File: config.mk
export PLATFORM = sky130hd
export DESIGN_NAME = stack_burst_seq
export DESIGN_NICKNAME = d
export VERILOG_FILES = /design/src/rtl/stk_pkg.sv /design/src/rtl/stk_dpath.sv /design/src/rtl/stk_ctrl.sv /design/src/rtl/stack_burst_seq.sv
export SDC_FILE = /design/constraint.sdc
export NUM_CORES = 1
export LEC_CHECK = 0
export BUFFER_PORTS_ARGS = -buffer_cell sky130_fd_sc_hd__buf_2
export CORE_MARGIN = 1
export CORE_UTILIZATION = 47
export CTS_CLUSTER_DIAMETER = 80
export DETAILED_ROUTE_END_ITERATION = 6
export PLACE_DENSITY = 0.82
export SLEW_MARGIN = 25
export SYNTH_ARGS = -nofsm -noshare
export SYNTH_HDL_FRONTEND = slang
export SYNTH_SLANG_ARGS = --single-unit
File: constraint.sdc
create_clock -name clk -period 5.1 [get_ports clk]
set_clock_uncertainty 0.05 [all_clocks]
set_input_delay 0.51 -clock clk [delete_from_list [all_inputs] [get_ports clk]]
set_output_delay 0.51 -clock clk [all_outputs]
set_load 0.05 [all_outputs]
File: src/rtl/stk_pkg.sv
package stk_pkg;
  // Strobes from control to datapath
  typedef struct packed {
    logic load;   // capture mask, direction and pointer
    logic step;   // one access accepted, advance
  } stkStrobe_t;
endpackage

File: src/rtl/stk_dpath.sv
module stk_dpath
  import stk_pkg::*;
#(
  parameter int NUM_REGS   = 16,
  parameter int ADDR_W     = 32,
  parameter int WORD_BYTES = 4,
  parameter int IDX_W      = $clog2(NUM_REGS)
) (
  input  logic                clk,
  input  logic                rstN,
  input  stkStrobe_t          strb,
  input  logic                isPop,
  input  logic [NUM_REGS-1:0] regMask,
  input  logic [ADDR_W-1:0]   spIn,
  output logic [IDX_W-1:0]    curIdx,
  output logic                lastOne,
  output logic                popMode,
  output logic [ADDR_W-1:0]   spCur,
  output logic [ADDR_W-1:0]   accAddr
);
  localparam logic [ADDR_W-1:0] STEP = ADDR_W'(WORD_BYTES);

  logic [NUM_REGS-1:0] pendMask;

  // Pick next register: lowest for restore, highest for save
  always_comb begin
    curIdx = '0;
    if (popMode) begin
      for (int i = NUM_REGS - 1; i >= 0; i--)
        if (pendMask[i]) curIdx = IDX_W'(i);
    end else begin
      for (int i = 0; i < NUM_REGS; i++)
        if (pendMask[i]) curIdx = IDX_W'(i);
    end
  end

  assign lastOne = $onehot(pendMask);
  assign accAddr = popMode ? spCur : spCur - STEP;

  always_ff @(posedge clk) begin
    if (!rstN) begin
      pendMask <= '0;
      popMode  <= 1'b0;
      spCur    <= '0;
    end else if (strb.load) begin
      pendMask <= regMask;
      popMode  <= isPop;
      spCur    <= spIn;
    end else if (strb.step) begin
      pendMask[curIdx] <= 1'b0;
      spCur            <= popMode ? spCur + STEP : spCur - STEP;
    end
  end


  stall_hold_chk: assert property (@(posedge clk) disable iff (!rstN)
    (!strb.load && !strb.step) |=> ($stable(spCur) && $stable(pendMask)));

  save_predec_chk: assert property (@(posedge clk) disable iff (!rstN)
    (strb.step && !strb.load && !popMode) |=> (spCur == $past(spCur) - STEP));

  restore_postinc_chk: assert property (@(posedge clk) disable iff (!rstN)
    (strb.step && !strb.load && popMode) |=> (spCur == $past(spCur) + STEP));

  one_per_step_chk: assert property (@(posedge clk) disable iff (!rstN)
    (strb.step && !strb.load) |=> ($countones(pendMask) == $countones($past(pendMask)) - 1));
endmodule

File: src/rtl/stk_ctrl.sv
module stk_ctrl
  import stk_pkg::*;
(
  input  logic       clk,
  input  logic       rstN,
  input  logic       startI,
  input  logic       maskAny,
  input  logic       memReady,
  input  logic       lastOne,
  output stkStrobe_t strb,
  output logic       busy,
  output logic       done
);
  always_comb begin
    strb.load = startI & ~busy;   // start ignored while busy
    strb.step = busy & memReady;
  end

  always_ff @(posedge clk) begin
    if (!rstN) begin
      busy <= 1'b0;
      done <= 1'b0;
    end else begin
      done <= 1'b0;
      if (strb.load) begin
        busy <= maskAny;
        done <= ~maskAny;
      end else if (strb.step && lastOne) begin
        busy <= 1'b0;
        done <= 1'b1;
      end
    end
  end


  empty_mask_chk: assert property (@(posedge clk) disable iff (!rstN)
    (strb.load && !maskAny) |=> (done && !busy));

  done_pulse_chk: assert property (@(posedge clk) disable iff (!rstN)
    done |=> !done);

  busy_end_chk: assert property (@(posedge clk) disable iff (!rstN)
    $fell(busy) |-> done);

  start_ignored_chk: assert property (@(posedge clk) disable iff (!rstN)
    (busy && startI && !memReady) |=> busy);
endmodule

File: src/rtl/stack_burst_seq.sv
module stack_burst_seq
  import stk_pkg::*;
#(
  parameter int NUM_REGS   = 16,
  parameter int DATA_W     = 32,
  parameter int ADDR_W     = 32,
  parameter int WORD_BYTES = 4,
  parameter int IDX_W      = $clog2(NUM_REGS)
) (
  input  logic                clk,
  input  logic                rstN,
  input  logic                startI,
  input  logic                isPop,
  input  logic [NUM_REGS-1:0] regMask,
  input  logic [ADDR_W-1:0]   spIn,
  input  logic                memReady,
  output logic                memReq,
  output logic                memWe,
  output logic [ADDR_W-1:0]   memAddr,
  output logic [DATA_W-1:0]   memWdata,
  input  logic [DATA_W-1:0]   memRdata,
  output logic [IDX_W-1:0]    rfRdIdx,
  input  logic [DATA_W-1:0]   rfRdData,
  output logic                rfWrEn,
  output logic [IDX_W-1:0]    rfWrIdx,
  output logic [DATA_W-1:0]   rfWrData,
  output logic                busy,
  output logic                intInhibit,
  output logic                done,
  output logic [ADDR_W-1:0]   spOut
);
  stkStrobe_t          strb;
  logic [IDX_W-1:0]    curIdx;
  logic                lastOne;
  logic                popMode;
  logic [ADDR_W-1:0]   spCur;
  logic [ADDR_W-1:0]   accAddr;

  stk_ctrl u_ctrl (
    .clk      (clk),
    .rstN     (rstN),
    .startI   (startI),
    .maskAny  (|regMask),
    .memReady (memReady),
    .lastOne  (lastOne),
    .strb     (strb),
    .busy     (busy),
    .done     (done)
  );

  stk_dpath #(
    .NUM_REGS   (NUM_REGS),
    .ADDR_W     (ADDR_W),
    .WORD_BYTES (WORD_BYTES),
    .IDX_W      (IDX_W)
  ) u_dpath (
    .clk     (clk),
    .rstN    (rstN),
    .strb    (strb),
    .isPop   (isPop),
    .regMask (regMask),
    .spIn    (spIn),
    .curIdx  (curIdx),
    .lastOne (lastOne),
    .popMode (popMode),
    .spCur   (spCur),
    .accAddr (accAddr)
  );

  assign memReq     = busy;
  assign memWe      = busy & ~popMode;
  assign memAddr    = accAddr;
  assign memWdata   = rfRdData;
  assign rfRdIdx    = curIdx;
  assign rfWrEn     = busy & popMode & memReady;
  assign rfWrIdx    = curIdx;
  assign rfWrData   = memRdata;
  assign intInhibit = busy;
  assign spOut      = spCur;


  no_write_on_stall_chk: assert property (@(posedge clk) disable iff (!rstN)
    (busy && !memReady) |-> !rfWrEn);
endmodule

== Yosys cells after proc, flatten, opt, wreduce, memory -nomap -nowiden ==
Cells that the tools add are included.
Cells by class
  magnitude comparators: 2
  multiplexer cells: 44
  equality and inequality tests: 1
  reduce and logical (&&, ||, !) cells: 5
  multiply operators: 0
  div/mod/pow operators: 0
  shift operators: 0
  bitwise gates (word level): 10
  $add $sub $neg: 17
Operator list (number)
  32-bit 2-to-1 mux: 4
  4-bit 2-to-1 mux: 25
  5-bit adder: 7
  32-bit by 3-bit adder with 32-bit output, second input constant: 1
  16-bit 2-to-1 mux: 2
  32-bit by 3-bit subtractor with 32-bit output, second input constant: 1
  1-bit by 1-bit adder with 2-bit output: 8
  16-bit bitwise AND: 1
  16-bit NOT: 1
  16-bit OR reduction: 1
  3-bit 2-to-1 mux: 4
  1-bit 2-to-1 mux: 6
  1-bit bitwise AND: 5
  5-bit by 1-bit equality test with 1-bit output, second input constant: 1
  4-bit by 5-bit < comparator with 1-bit output, second input constant: 1
  1-bit demux with 4-bit select: 1
  4-bit by 1-bit >= comparator with 1-bit output, second input constant: 1
  2-bit 2-to-1 mux: 2
  2-bit nonzero test: 2
  1-bit NOT: 3
  1-bit logical AND: 2
Storage, ports and cells
  bits in registers: 51
  memories: 0
  ROM bits: 0
  memory bits (writable): 0
  bits of input ports: 117
  output and inout bits: 142
  bits in latches: 0

== Longest topological paths before layout ==
Gate-level depths: netlist (run 1).
  word-level depth: 25
  mapped depth: 17
  gate-level depth less buffers: 17

== Cells and area by module ==
Synthesis (run 1) repeated with hierarchy kept, for this count alone.
Unflattened totals
  cells, all modules: 620
  area total of the unflattened synthesis: 4750.8 um2
Modules (own cells, without submodules)
  stk_dpath: cells an instance 533, area an instance 4086.4 um2, seq. area each 980.9 um2, times used 1
  stack_burst_seq: cells an instance 77, area an instance 569.3 um2, seq. area each 0.0 um2, times used 1
  stk_ctrl: cells an instance 10, area an instance 95.1 um2, seq. area each 40.0 um2, times used 1

== Worst setup path after synthesis (run 1) ==
Ideal clock, no wire load.
  kind: flip-flop to flip-flop
  start point: register u_dpath.pendMask[2]
  end point: register u_ctrl.busy
  clock period less this slack: 4.202 ns
  path slack: 0.898 ns
  data arrival time: 4.025 ns
  library setup time: 0.128 ns
  data required time: 4.922 ns
  cell stages (with the launch flop): 15
  path buffers: 0
  path through: dfxtp_1 inv_1 ha_1 inv_1 fa_1 fa_1 fa_1 inv_1 fa_1 ha_1 fa_1 nor4b_1 nand3_1 a22oi_1 nor2_1
Between the ends
  longest elaborated chain between the ends: 7
RTL lines
  from (decl): RTL line stk_dpath.sv:23  | logic [NUM_REGS-1:0] pendMask;
  from (signal assigned): RTL line stk_dpath.sv:46  | pendMask <= regMask;
  1-bit by 1-bit adder with 2-bit output (implied by the code): RTL line stk_dpath.sv:37  | assign lastOne = $onehot(pendMask);
  5-bit adder (implied by the code) (3 in a row): RTL line stk_dpath.sv:37
  5-bit by 1-bit equality test with 1-bit output: RTL line stk_dpath.sv:37
  1-bit logical AND: RTL line stk_ctrl.sv:28  | end else if (strb.step && lastOne) begin
  2-bit nonzero test (no line)
  to (signal assigned): RTL line stk_ctrl.sv:26  | busy <= maskAny;
  to (decl): RTL line stk_ctrl.sv:11  | output logic busy,
Every way passes these cells.
A chain may end at the register's enable or synchronous reset.

== Final worst setup path (run 1) ==
  start point: register u_dpath.pendMask[3]
  end point: register u_ctrl.busy
Same word-level chain as after synthesis.

==> results of run 1 <==
[cells in the mapped netlist (5+ instances only)]
library cell	n	area, um2
a31oi_1	6	37.5
nor2_1	46	173
buf_2	6	30.0
xor2_1	16	140
xnor2_1	25	219
nor3_1	18	90.1
buf_4	73	548
o21ai_0	47	235
nand4_1	15	93.8
nand3_1	19	95.1
a22oi_1	9	67.6
a211oi_1	8	60.1
dfxtp_1	51	1020
a32oi_1	13	114
and3_1	10	62.6
ha_1	22	275
nor4_1	11	68.8
inv_1	37	139
clkbuf_1	38	143
nand2_1	52	195
fa_1	11	220
or4_1	5	37.5
nor2b_1	5	31.3
nand2b_1	5	31.3
a21oi_1	32	160
a311oi_1	6	52.6
or3_1	7	43.8
[per-stage QoR]
step                cells   util  hold WS, ps  power (W)  area [um2]
finish                827  0.509          376    0.00182        5300
global route          827  0.509          379    0.00193        5300
floorplan             668      -          440    0.00147        5090
CTS                   827  0.509          368    0.00182        5300
detailed placement    819  0.499          413    0.00156        5200
global placement      819  0.499          408    0.00155        5200
[per-layer routing]
layer / global-route usage / share of wire / vias to the layer above
li1: - / - / 2357
met1: 0.341 / 0.43 / 2298
met2: 0.415 / 0.46 / 238
met3: 0.0399 / 0.074 / 59
met4: 0.118 / 0.036 / 0
met5: 0 / 0 / -
[worst max-delay path: cells and delay by family (launching register included)]
kind / cells / cell delay [ps]
flip-flops: 1 / 470
buffers and inverters: 3 / 240
AND/OR/NAND/NOR: 3 / 540
AO/OA/AOI/OAI: 1 / 210
adder cells (fa/ha/maj): 7 / 2890
[flip-flops by register name, indices dropped and copies added, names as in the netlist]
| name | flops |
|---|---|
| u_ctrl.done | 1 |
| u_dpath.spCur | 32 |
| u_ctrl.busy | 1 |
| u_dpath.popMode | 1 |
| u_dpath.pendMask | 16 |
[worst max path at each step]
stage                              from     endpoint  slack (ps)  cells after the start
global route        u_dpath.pendMask[2]  u_ctrl.busy         420                     14
detailed placement  u_dpath.pendMask[5]  u_ctrl.busy         620                     14
CTS                 u_dpath.pendMask[2]  u_ctrl.busy         590                     14
finish              u_dpath.pendMask[3]  u_ctrl.busy         580                     14
floorplan           u_dpath.pendMask[2]  u_ctrl.busy         900                     14
global placement    u_dpath.pendMask[5]  u_ctrl.busy         710                     14
[area by class of cell]
type | count | share of cell area
Tap cell | 136 | 0.0321
Sequential cell | 51 | 0.193
Clock buffer | 6 | 0.0156
Inverter | 37 | 0.0262
Clock inverter | 2 | 0.00307
Timing Repair Buffer | 137 | 0.133
Multi-Input combinational cell | 458 | 0.598
[logic make-up (layout without fill, tap and decap cells)]
kind of cell,Yosys count,in the layout,share of synthesized area
buffers and inverters,159,182,0.177
adders and majority gates,33,33,0.0974
AOI/OAI and AO/OA,160,160,0.212
muxes,4,4,0.00812
and+or+nand+nor,220,220,0.234
xor gates and xnor gates,41,41,0.0706
DFF,51,51,0.201
[power by group]
part | total [W] | switching [W] | internal (W)
Sequential | 0.000537 | 0.0000978 | 0.000439
Combinational | 0.00102 | 0.000719 | 0.000298
Clock | 0.000263 | 0.000151 | 0.000111
==> results.toml, run 1 <==
[sta]
fin_ws_ps = 582
min_period_ps = 4520
relSlewSlack = 0.359
fin_crit_sh = 0.886
worst_pin_slew_ps = 953
setup_viol = 0
rsz0062_at_grt = "false"
max_freq_mhz = 221
finalHoldViolCount = 0
maxSlewViolCount = 0
fin_tns_setup_ps = 0

[drt]
drc = 0
drt_iter0_markers = 387
antenna_left = 0
post_drt_wl_per_cell_um = 17.7
drtPass1Iterations = 5
vias = 4952
vias_per_cell = 5.99
wl_um = 14600

[clocking]
numCtsBuffers = 5
post_cts_buffers = 0
hold_buffers = 0
htree_levels = 2
clock_latency_ps = 310
cts_resized = 0
clkTransAtPathRegs_ps = 100
cts_tree = "built"
cts_sinks = 51
cts-root-buf = "clkbuf_8"
clockBufferDepth = 2

[hold_path]
min_from = "spIn[1]"
hold_depth = 3
hold_end = "u_dpath.spCur[1]"
hp-class = "in2reg"

[pwr]
power_leakage_nw = 2.28
powerDensity_mw_per_mm2 = 343
ir_worst_vdd_uv = 195

[die]
die_height_um = 106
core_area_mm2 = 0.0104
rows = 37
initial_core_util = 0.488
dieArea_mm2 = 0.0112
io_pins = 259
die_w_um = 106

[yosys]
syn_area_mm2 = 0.00509
yosys_most_used_dff = "dfxtp_1"
syn-num-nets = 818
synth-seq-cells = 51
synth_cells = 668
async_flop_share = 0
syn_avg_cell_area_um2 = 7.61
ys_seq_area_frac = 0.201
ys_warn_count = 0
ys_types = 71
synth_edf_count = 0

[worst_setup_path]
start_kind = "register"
required_ps = 5230
ff2ff_path_depth = 14
cp-end-kind = "register"
worst_path_most_repeated_cell = "fa_1"
crit_arrival_ps = 4650
critPathMaxStageDelay_ps = 560
critical_path_class = "reg2reg"
r2r_end = "u_ctrl.busy"
path_max_fanout = 7
path_cells = "inv_1 > ha_1 > inv_1 > fa_1 > fa_1 > fa_1 > inv_1 > fa_1 > ha_1 > fa_1 > nor4b_1 > nand3_1 > a22oi_1 > nor2_1"
cp_slowest_cell = "fa_1"
rr_startpoint = "u_dpath.pendMask[3]"
rrSetupSlack_ps = 580

[finish]
final_cell_mix = "buf_2 (130), nand2_1 (52), dfxtp_1 (51)"
seqCellArea_mm2 = 0.00102
final_common_cell = "buf_2"
fill_cells = 1044
syn2layout_area_growth_pct = 4.18
diodes = 0
finalNetCount = 840
drive_gt1_frac = 0.245
multi_input_area_mm2 = 0.00317

[placed_design]
place_congestion = 0.954
hpwl_um = 10800
dp_slack_ps = 618
io_buffers = 130

[global_routing]
grt.total_usage = 0.258
grt.overflow.total = 0
grt_max_degree = 40
grt_pass1_wl_um = 23200
grt_pass1_vias = 4477
antenna_found_initial = 0

[job]
cap_violations = 0

[status]
status = "finished clean"
Power figures use the tool's default switching activity.
==> inputs of run 2 (changes only) <==
- CORE_UTILIZATION: 47 -> 46
- SYNTH_HIERARCHICAL: default -> 1
==> run 2 against run 1 <==
  * Clock-buffer cell count increased by 1
  * Global-route usage decreased by 0.54 points
  * Synthesized cell count decreased by 7.2%
  * Hold slack got worse by 4.2 ps
  * Critical path depth increased by 2
  * Combinational power increased by 130%
  * Worst setup slack improved by 28 ps
  * Flip-flop and latch count unchanged
  * Cell count decreased by 6.0%
  * Sequential power increased by 31%
  * Die area decreased by 4.5%
==> results.toml, run 2 <==
[sta]
fin_tns_setup_ps = 0
worst_pin_slew_ps = 947
min_period_ps = 4490
fin_crit_sh = 0.881
finalHoldViolCount = 0
max_freq_mhz = 223
maxSlewViolCount = 0
setup_viol = 0
fin_ws_ps = 609
relSlewSlack = 0.368
rsz0062_at_grt = "false"

[worst_setup_path]
required_ps = 5260
critical_path_class = "reg2reg"
ff2ff_path_depth = 16
crit_arrival_ps = 4650
cp_slowest_cell = "fa_1"
critPathMaxStageDelay_ps = 550
path_cells = "inv_1 > fa_1 > inv_1 > fa_1 > fa_1 > inv_1 > fa_1 > inv_1 > ha_1 > inv_1 > fa_1 > a2111oi_0 > a21oi_1 > nor4_1 > nand2_1 > a31o_1"
path_max_fanout = 10
cp-end-kind = "register"
rrSetupSlack_ps = 610
start_kind = "register"

[clocking]
cts_sinks = 51
cts_resized = 0
post_cts_buffers = 0
clock_latency_ps = 310
clockBufferDepth = 2
numCtsBuffers = 5
htree_levels = 2
hold_buffers = 0
cts-root-buf = "clkbuf_8"
cts_tree = "built"
clkTransAtPathRegs_ps = 110

[hold_path]
hold_depth = 2
hp-class = "in2reg"

[pwr]
p_comb_frac = 0.705
sw_frac_of_total = 0.611
powerDensity_mw_per_mm2 = 666
p_int_w = 0.00129
p_switching_w = 0.00202
power_leakage_nw = 2.21
pwr-share-clk = 0.082
seq_power_share = 0.212
design_power_total_w = 0.00331
ir_worst_vdd_uv = 403

[global_routing]
grt_pass1_wl_um = 22100
grt.overflow.total = 0
antenna_found_initial = 0
grt_pass1_vias = 4315
grt_max_degree = 52
grt.total_usage = 0.253

[drt]
vias_per_cell = 5.85
antenna_left = 0
vias = 4548
drtPass1Iterations = 5
wl_um = 13900
post_drt_wl_per_cell_um = 17.9
drt_iter0_markers = 376
drc = 0

[finish]
finalNetCount = 779
syn2layout_area_growth_pct = 4.48
fill_cells = 998
largest_reg_flops = 32
top_regs = "u_dpath/spCur (32), u_dpath/pendMask (16)"
design_area_mm2 = 0.00496
drive_gt1_frac = 0.248
seqCellArea_mm2 = 0.00102
multi_input_area_mm2 = 0.00287
final_cell_mix = "buf_2 (130), dfxtp_1 (51), nor2_1 (48)"
largest-register = "u_dpath/spCur"
final_common_cell = "buf_2"
diodes = 0

[placed_design]
hpwl_um = 10400
place_area_mm2 = 0.00486
dp_slack_ps = 617
io_buffers = 130
place_congestion = 0.909

[die]
io_pins = 259
initial_core_util = 0.479
die_height_um = 104
dieArea_mm2 = 0.0107
core_area_mm2 = 0.00991
die_w_um = 104
rows = 36

[yosys]
yosys_most_used_dff = "dfxtp_1"
synth_top_area_frac = 0.215
yosys.area.top_type = "dfxtp_1"
syn_area_mm2 = 0.00475
ys_warn_count = 6
ys_seq_area_frac = 0.215
async_flop_share = 0
synth_area_leaders = "dfxtp_1 (21%), buf_4 (11%), xor2_1 (7.6%)"
syn_avg_cell_area_um2 = 7.66
synth-seq-cells = 51
synth_cells = 620
synth_edf_count = 0
synth.most_common_cell = "buf_4"
yosys-top-cells-count = "buf_4 (72), dfxtp_1 (51), nor2_1 (49)"
ys_types = 64
syn-num-nets = 756

[status]
status = "finished clean"

[job]
cap_violations = 0
-- run 2: cell types whose count changed after synthesis, sizes merged, moves of 8 or more --
cell / before / now
ha: 22 / 9
xor2: 16 / 41
nand4: 17 / 9
nand2: 52 / 41
a21oi: 34 / 19
nor4: 11 / 31
nand3: 20 / 10
buf: 84 / 76
a22oi: 9 / 1
xnor2: 25 / 13
-- run 2: metal layers --
| layer | track usage | share of wire | vias to the layer above |
|---|---|---|---|
| met5 | 0 | 0 | - |
| met4 | 0.111 | 0.031 | 0 |
| met3 | 0.0409 | 0.086 | 44 |
| met2 | 0.430 | 0.48 | 249 |
| met1 | 0.315 | 0.41 | 2116 |
| li1 | - | - | 2139 |
-- run 2: path summary, 6_finish.rpt --
path / startpoint / end
max: u_dpath/pendMask[5] / u_ctrl/busy
min: spIn[15] / u_dpath/spCur[15]
max reg2reg: u_dpath/pendMask[5] / u_ctrl/busy
min reg2reg: u_dpath/spCur[1] / u_dpath/spCur[1]
-- run 2: power groups by stage --
stage / Combinational, W / Clock, W / Sequential, W
global placement: 0.00229 / 0 / 0.000700
detailed placement: 0.00232 / 0 / 0.000707
CTS: 0.00233 / 0.000280 / 0.000698
floorplan: 0.00190 / 0 / 0.000795
global route: 0.00251 / 0.000301 / 0.000728
finish: 0.00233 / 0.000273 / 0.000702
-- run 2: cell type report --
cell class              instances  share of cell area
clock buffers                   7              0.0194
repair buffers                131               0.133
well taps                     133              0.0335
flip-flops and latches         51               0.206
clock inverters                 1             0.00151
multi-input cells             415               0.578
inverters                      39              0.0295
-- run 2: per-stage QoR --
step,utilization,std cells,hold slack [ps]
finish,0.501,777,371
global route,0.501,777,377
CTS,0.501,777,364
detailed placement,0.490,769,458
global placement,0.490,769,441
floorplan,-,620,432
-- run 2: cell families (layout without fill, tap and decap cells) --
family          after synthesis  count (layout)  synth area share
fa+ha+maj                    19              19            0.0658
flops                        51              51             0.215
xor+xnor                     54              54            0.0996
simple gates                210             210             0.248
mux                           9               9            0.0192
buf+inv                     154             178             0.182
compound gates              123             123             0.170
-- run 2: critical path: cells and delay by family, from the launching register on --
family	cells	cell delay, ps
compound gates	3	680
simple gates	2	370
flops	1	500
buf+inv	5	320
fa+ha+maj	6	2480
==> inputs of run 3 (changes only) <==
- CORE_MARGIN: 1 -> 2
==> run 3 against run 2 <==
  * Design area up 0.35%
  * Clock-buffer cell count down 1
  * Flip-flop and latch count unchanged
  * Clock power up 11%
  * Power down 0.51%
==> results.toml, run 3 (synthesis results as in run 2) <==
[status]
status = "finished clean"

[sta]
relSlewSlack = 0.350
fin_ws_ps = 674
fin_tns_setup_ps = 0
maxSlewViolCount = 0
fin_crit_sh = 0.868
worst_pin_slew_ps = 973
setup_viol = 0
finalHoldViolCount = 0
rsz0062_at_grt = "false"
max_freq_mhz = 226
whs_ps = 367
min_period_ps = 4430

[worst_setup_path]
crit_arrival_ps = 4600
path_max_fanout = 10
critPathMaxStageDelay_ps = 540
required_ps = 5270
cp-end-kind = "register"
setup.worst_path.start = "u_dpath/pendMask[5]"
cp_slowest_cell = "fa_1"
worstSetupEndpoint = "u_ctrl/busy"
r2r_end = "u_ctrl/busy"
rrSetupSlack_ps = 670
ff2ff_path_depth = 16
start_kind = "register"
path_cells = "inv_1 > fa_1 > inv_1 > fa_1 > fa_1 > inv_1 > fa_1 > inv_1 > ha_1 > inv_1 > fa_1 > a2111oi_0 > a21oi_1 > nor4_1 > nand2_1 > a31o_1"
critical_path_class = "reg2reg"
rr_startpoint = "u_dpath/pendMask[5]"

[job]
cap_violations = 0

[global_routing]
grt_pass1_wl_um = 20500
grt.total_usage = 0.225
grt.overflow.total = 0
grt_pass1_vias = 4114
antenna_found_initial = 0
grt_max_degree = 52

[die]
io_pins = 259
rows = 37
dieArea_mm2 = 0.0112
core_area_mm2 = 0.0102
die_height_um = 106
initial_core_util = 0.466
die_w_um = 106

[placed_design]
io_buffers = 130
hpwl_um = 9440
dp_slack_ps = 704
place_congestion = 0.934

[pwr]
p_int_w = 0.00132
power_leakage_nw = 2.22
design_power_total_w = 0.00329
seq_power_share = 0.213
pwr-share-clk = 0.092
p_switching_w = 0.00198
ir_worst_vdd_uv = 405
p_comb_frac = 0.695
sw_frac_of_total = 0.600
powerDensity_mw_per_mm2 = 661

[clocking]
clockBufferDepth = 2
cts_resized = 0
clkTransAtPathRegs_ps = 100
cts_tree = "built"
cts-root-buf = "clkbuf_8"
cts_sinks = 51
post_cts_buffers = 0
hold_buffers = 0
htree_levels = 2
clock_latency_ps = 310
numCtsBuffers = 5

[drt]
antenna_left = 0
drt_iter0_markers = 316
vias_per_cell = 5.67
wl_met2_um = 5910
drtPass1Iterations = 5
post_drt_wl_per_cell_um = 16.3
wl_met3_um = 1030
wl_um = 12700
highest_layer = "met4"
wirelength_met1_um = 5390
vias = 4423
drc = 0

[finish]
drive_gt1_frac = 0.248
largest_reg_flops = 32
syn2layout_area_growth_pct = 4.85
largest-register = "u_dpath/spCur"
fin_util = 0.489
diodes = 0
final_common_cell = "buf_2"
finalNetCount = 779
top_regs = "u_dpath/spCur (32), u_dpath/pendMask (16)"
final_cell_mix = "buf_2 (130), dfxtp_1 (51), nor2_1 (48)"

[hold_path]
hp-class = "in2reg"
-- run 3: changes by cell type in the layout (fill, tap and decap cells not counted) --
cell,delta
bufinv_16,+1
clkbuf_8,-1
clkinv_2,+1
clkinvlp_4,-1
-- run 3: worst max-delay path, delay by kind of cell, from the launching register on --
| kind | cells | cell delay [ps] |
|---|---|---|
| AOI/OAI and AO/OA | 3 | 660 |
| adders and majority gates | 6 | 2460 |
| buffers and inverters | 5 | 330 |
| DFF | 1 | 500 |
| and+or+nand+nor | 2 | 340 |
-- run 3: worst min-delay path by stage --
stage | slack, ps | start | cells past startpoint | to
floorplan | 430 | u_dpath/pendMask[7] | 2 | u_dpath/pendMask[7]
global placement | 450 | u_dpath/spCur[0] | 2 | u_dpath/spCur[0]
detailed placement | 450 | u_dpath/spCur[0] | 2 | u_dpath/spCur[0]
CTS | 360 | spIn[15] | 2 | u_dpath/spCur[15]
global route | 360 | spIn[29] | 2 | u_dpath/spCur[29]
finish | 370 | spIn[29] | 2 | u_dpath/spCur[29]
-- run 3: final cells by class --
type,count,area [um2]
fill,1040,5200
multi-input combinational,415,2870
sequential,51,1020
timing repair buffer,131,658
tap,136,170
inverter,39,146
clock buffer,6,82.6
clock inverter,2,35.0
-- run 3: power groups by stage --
stage | Combinational, W | Clock (W) | Sequential (W)
global route | 0.00249 | 0.000328 | 0.000728
global placement | 0.00226 | 0 | 0.000705
finish | 0.00229 | 0.000303 | 0.000702
CTS | 0.00228 | 0.000314 | 0.000699
floorplan | 0.00190 | 0 | 0.000795
detailed placement | 0.00228 | 0 | 0.000708
-- run 3: layer usage --
layer,GRT usage,up-vias
li1,-,2146
met3,0.0513,38
met4,0.0865,0
met1,0.281,2016
met5,0,-
met2,0.377,223
-- run 3: metrics by stage --
| stage | cells | instance area, um2 |
|---|---|---|
| after detailed placement | 772 | 4860 |
| after global placement | 772 | 4860 |
| after global routing | 780 | 4980 |
| after floorplan | 620 | 4750 |
| after CTS | 780 | 4980 |
| final | 780 | 4980 |
